==> src/rtl/dot_tick_gen.sv <==
module dot_tick_gen #(
  parameter int NARROW_DIV  = 5,
  parameter int WIDE_DIV    = 4,
  parameter int NARROW_DOTS = 684,
  parameter int WIDE_DOTS   = 840
) (
  input  logic       clk,
  input  logic       rst_n,
  input  logic       clk_src_sel_i,
  input  logic       wide_sel_i,
  input  logic       hsync_off_i,
  input  logic       ext_clk_i,
  output logic       dot_en_o,
  output logic [9:0] dot_cnt_o,
  output logic       eol_o,
  output logic       wide_act_o,
  output logic       ext_act_o
);
  localparam int MAX_DIV = (NARROW_DIV > WIDE_DIV) ? NARROW_DIV : WIDE_DIV;
  localparam int DW = $clog2(MAX_DIV + 1);
  localparam logic [DW-1:0] N_LIM = DW'(NARROW_DIV - 1);
  localparam logic [DW-1:0] W_LIM = DW'(WIDE_DIV - 1);
  localparam logic [9:0]    N_LAST = 10'(NARROW_DOTS - 1);
  localparam logic [9:0]    W_LAST = 10'(WIDE_DOTS - 1);

  logic [2:0]    sync_q;
  logic [DW-1:0] div_q;
  logic [9:0]    cnt_q;
  logic          act_wide, act_ext;

  wire ext_rise = sync_q[1] & ~sync_q[2];
  wire int_tick = (div_q == (act_wide ? W_LIM : N_LIM));
  wire [9:0] last_dot = act_wide ? W_LAST : N_LAST;
  wire wrap = (cnt_q == last_dot);

  assign dot_en_o   = act_ext ? ext_rise : int_tick;
  assign eol_o      = dot_en_o & wrap;
  assign dot_cnt_o  = cnt_q;
  assign wide_act_o = act_wide;
  assign ext_act_o  = act_ext;

  always_ff @(posedge clk) begin
    if (!rst_n) begin
      sync_q   <= '0;
      div_q    <= '0;
      cnt_q    <= '0;
      act_wide <= 1'b0;
      act_ext  <= 1'b0;
    end else begin
      sync_q <= {sync_q[1:0], ext_clk_i};
      if (act_ext || int_tick) div_q <= '0;
      else                     div_q <= div_q + 1'b1;
      if (dot_en_o) cnt_q <= wrap ? '0 : cnt_q + 1'b1;
      if (eol_o) begin
        act_wide <= wide_sel_i;
        act_ext  <= clk_src_sel_i & ~(wide_sel_i & hsync_off_i);
      end
    end
  end

  AST_EOL_ON_WRAP: assert property (@(posedge clk) disable iff (!rst_n)
    eol_o |-> (dot_en_o && dot_cnt_o == (wide_act_o ? W_LAST : N_LAST)));
  AST_WRAP_TO_ZERO: assert property (@(posedge clk) disable iff (!rst_n)
    eol_o |=> (dot_cnt_o == 10'd0 && !eol_o));
  AST_CNT_RANGE: assert property (@(posedge clk) disable iff (!rst_n)
    dot_cnt_o <= (wide_act_o ? W_LAST : N_LAST));
  AST_MODE_HOLD: assert property (@(posedge clk) disable iff (!rst_n)
    !eol_o |=> ($stable(wide_act_o) && $stable(ext_act_o)));
  AST_INT_GAP: assert property (@(posedge clk) disable iff (!rst_n)
    (dot_en_o && !ext_act_o) |=> !dot_en_o);
  AST_EXT_EDGE: assert property (@(posedge clk) disable iff (!rst_n)
    (dot_en_o && ext_act_o) |-> ($past(ext_clk_i, 2) && !$past(ext_clk_i, 3)));
  AST_HSYNC_FORCE: assert property (@(posedge clk) disable iff (!rst_n)
    (eol_o && wide_sel_i && hsync_off_i) |=> !ext_act_o);
endmodule

==> config.mk <==
export PLATFORM = sky130hd
export DESIGN_NAME = dot_tick_gen
export DESIGN_NICKNAME = d
export VERILOG_FILES = /design/src/rtl/dot_tick_gen.sv
export SDC_FILE = /design/constraint.sdc
export NUM_CORES = 1
export LEC_CHECK = 0
export CORE_MARGIN = 4
export CORE_UTILIZATION = 52
export CTS_CLUSTER_SIZE = 8
export DETAILED_ROUTE_END_ITERATION = 10
export GPL_TIMING_DRIVEN = 0
export PLACE_DENSITY_LB_ADDON = 0.1
export RECOVER_POWER = 100
export REMOVE_ABC_BUFFERS = 1
export SETUP_SLACK_MARGIN = 0.3
export SYNTH_ARGS = -nofsm -noshare
export SYNTH_HDL_FRONTEND = slang
export SYNTH_SLANG_ARGS = --single-unit
==> constraint.sdc <==
create_clock -name clk -period 5.9 [get_ports clk]
set_input_delay 1.77 -clock clk [delete_from_list [all_inputs] [get_ports clk]]
set_output_delay 1.77 -clock clk [all_outputs]
set_load 0.005 [all_outputs]
==> results_dict.tcl <==
set metrics [dict create \
    io_pins 20 \
    cts_sinks 18 \
    grt_pass1_vias 766 \
    yosysWarnings 0 \
    via_per_inst 6.04 \
    synth_cell_types 34 \
    antenna_cells 0 \
    hold_violations 0 \
    ys.flop_type "dfxtp_1" \
    grt_max_degree 17 \
    cts_tree "yes" \
    multi_input_area_um2 487 \
    min_period_ns 4.24 \
    cap_violations 0 \
    ctsResizeCount 0 \
    synth_area_um2 888 \
    start_util_pct 57.0 \
    power_uw 231 \
    cts_setup_buffers 0 \
    synth_common_cells "dfxtp_1, nand2_1, nand3_1" \
    start_kind "flop" \
    rows 14 \
    cp.arrival_ns 2.47 \
    yosys.area.top_type_share_pct 40.6 \
    holdBufCountCts 0 \
    worst_clock_skew_ns 0.00381 \
    status "finished clean" \
    area.sequential_um2 360 \
    htree_levels 1 \
    synth_seq_area_share_pct 40.6 \
    worst-setup-path-type "reg -> out" \
    max_freq_mhz 236 \
    synth_edf_count 0 \
    grt_pass1_wl_um 3290 \
    endpoint_kind "output port" \
    die_w_um 49.3 \
    crit_fanout 16 \
    synth_area_leader_cell "dfxtp_1" \
    relSlewSlack_pct 34.3 \
    cts_root_buffer "clkbuf_4" \
    synthCells 107 \
    track_usage_pct 17.0 \
    die_h_um 49.3 \
    nFillCells 131 \
    totalWireLength_um 1960 \
    cts_buffers 3 \
    setup_tns_ns 0 \
    dp_cells 138 \
    syn_area_per_cell_um2 8.30 \
    routabilityCongestion 0.811 \
    r2r_slack_ns 3.89 \
    synth-async-reset-ratio_pct 0 \
    route.detailed.drc 0 \
    ys_ff_latch 18 \
    finalSetupViolCount 0 \
    clk_latency_ns 0.30 \
    core_mm2 0.00156 \
    nNetsFinal 135 \
    syn_to_final_growth_pct 25.6 \
    dp_hpwl_um 1350 \
    drtIter0Drc 14 \
    leakage_uw 0.000432 \
    clkTransAtPathRegs_ns 0.10 \
    die_area_mm2 0.00243 \
    via_count 858 \
    powerDensity_mw_per_mm2 207 \
    period_share_pct 71.9 \
    hold_path.class "reg -> reg" \
    worst_slew_pin_slew_ns 0.982 \
    final_cells 142 \
    yosys.cell_count.top_type "dfxtp_1" \
    wl_per_cell_um 13.8 \
    antenna_left 0 \
    io_buffers 19 \
    yosys-top-cells-area "dfxtp_1, nand3_1, nand2_1" \
    critical_path_required_ns 4.13 \
    drive_gt1_share_pct 6.35 \
    antenna_found_initial 0 \
    grt_setup_unrepaired "false" \
    drtPass1Iterations 5 \
    fin_util_pct 71.6 \
    overflow 0 \
    ir_worst_vdd_uv 126 \
    clockBufferDepth 2 \
    drv_slew 0 \
]
-- layer usage --
| metal | GRT usage (%) | up-vias | wire [µm] |
|---|---|---|---|
| met5 | 0 | - | 0 |
| met2 | 25.9 | 29 | 860 |
| met3 | 3.36 | 4 | 97 |
| met4 | 8.53 | 0 | 19 |
| li1 | - | 428 | - |
| met1 | 22.7 | 397 | 980 |
-- through the flow --
stage	setup WS (ns)	hold slack [ns]	instance area, µm²
after floorplan	2.84	0.412	872
after global placement	2.16	0.413	1080
after detailed placement	2.14	0.423	1080
after CTS	1.77	0.449	1120
after global routing	1.43	0.476	1120
final	1.66	0.444	1120
-- final timing paths --
| check | start | to | cells past startpoint |
|---|---|---|---|
| setup / recovery | wide_act_o | eol_o | 5 |
| hold / removal | sync_q[0] | sync_q[1] | 1 |
| setup reg to reg | wide_act_o | dot_cnt_o[8] | 6 |
| hold reg to reg | sync_q[0] | sync_q[1] | 1 |
-- worst max-delay path: stages, from the launching register on --
cell	delay (ns)
dfxtp_1	0.46
or4b_4	0.20
a21oi_4	0.05
nor2_1	0.75
nor2_1	0.10
dlygate4sd3_1	0.61
-- layout by cell type, fill, tap and decap left out --
cell type and count:
dfxtp_1 18, dlygate4sd3_1 14, nand2_1 12, nand3_1 10, nor2_1 9, a21oi_1 8, nand4b_1 5, clkdlybuf4s50_1 5
inv_1 4, and3_1 3, o22ai_1 3, or3_1 3, clkbuf_4 3, a211oi_1 2, a31oi_1 2, o21ai_0 2
o21a_1 2, and2_1 2, ha_1 2, or4b_4 1, a21oi_4 1, nor4b_1 1, nor4bb_1 1, nor2b_1 1
o211ai_2 1, inv_2 1, and4_1 1, clkinv_1 1, o2111ai_1 1, xor2_1 1, nand3b_1 1, and2_0 1
xnor2_1 1, nand4_1 1, nor3_1 1, clkbuf_8 1
-- final cells by class --
cell class | count | area share, %
multi-input combinational | 79 | 43.6
timing repair buffer | 19 | 17.0
clock buffer | 4 | 3.25
tap | 16 | 1.79
inverter | 6 | 2.02
sequential | 18 | 32.3
-- power breakdown --
| part | switching (µW) | internal (µW) |
|---|---|---|
| clock network | 40.4 | 37.7 |
| logic | 10.4 | 11.4 |
| registers | 5.25 | 126 |
-- registers in the layout (all words and copies together) (netlist names) --
name	count
div_q	3
sync_q	3
dot_cnt_o	10
ext_act_o	1
wide_act_o	1
-- cells by family after synthesis --
kind of cell / after synthesis / share of synthesized area (%)
adders and majority gates: 2 / 2.82
and+or+nand+nor: 53 / 33.5
AOI/OAI and AO/OA: 22 / 16.8
buffers and inverters: 10 / 4.36
xor gates and xnor gates: 2 / 1.97
DFF: 18 / 40.6
Note: power is estimated with default switching activity, not from simulation.
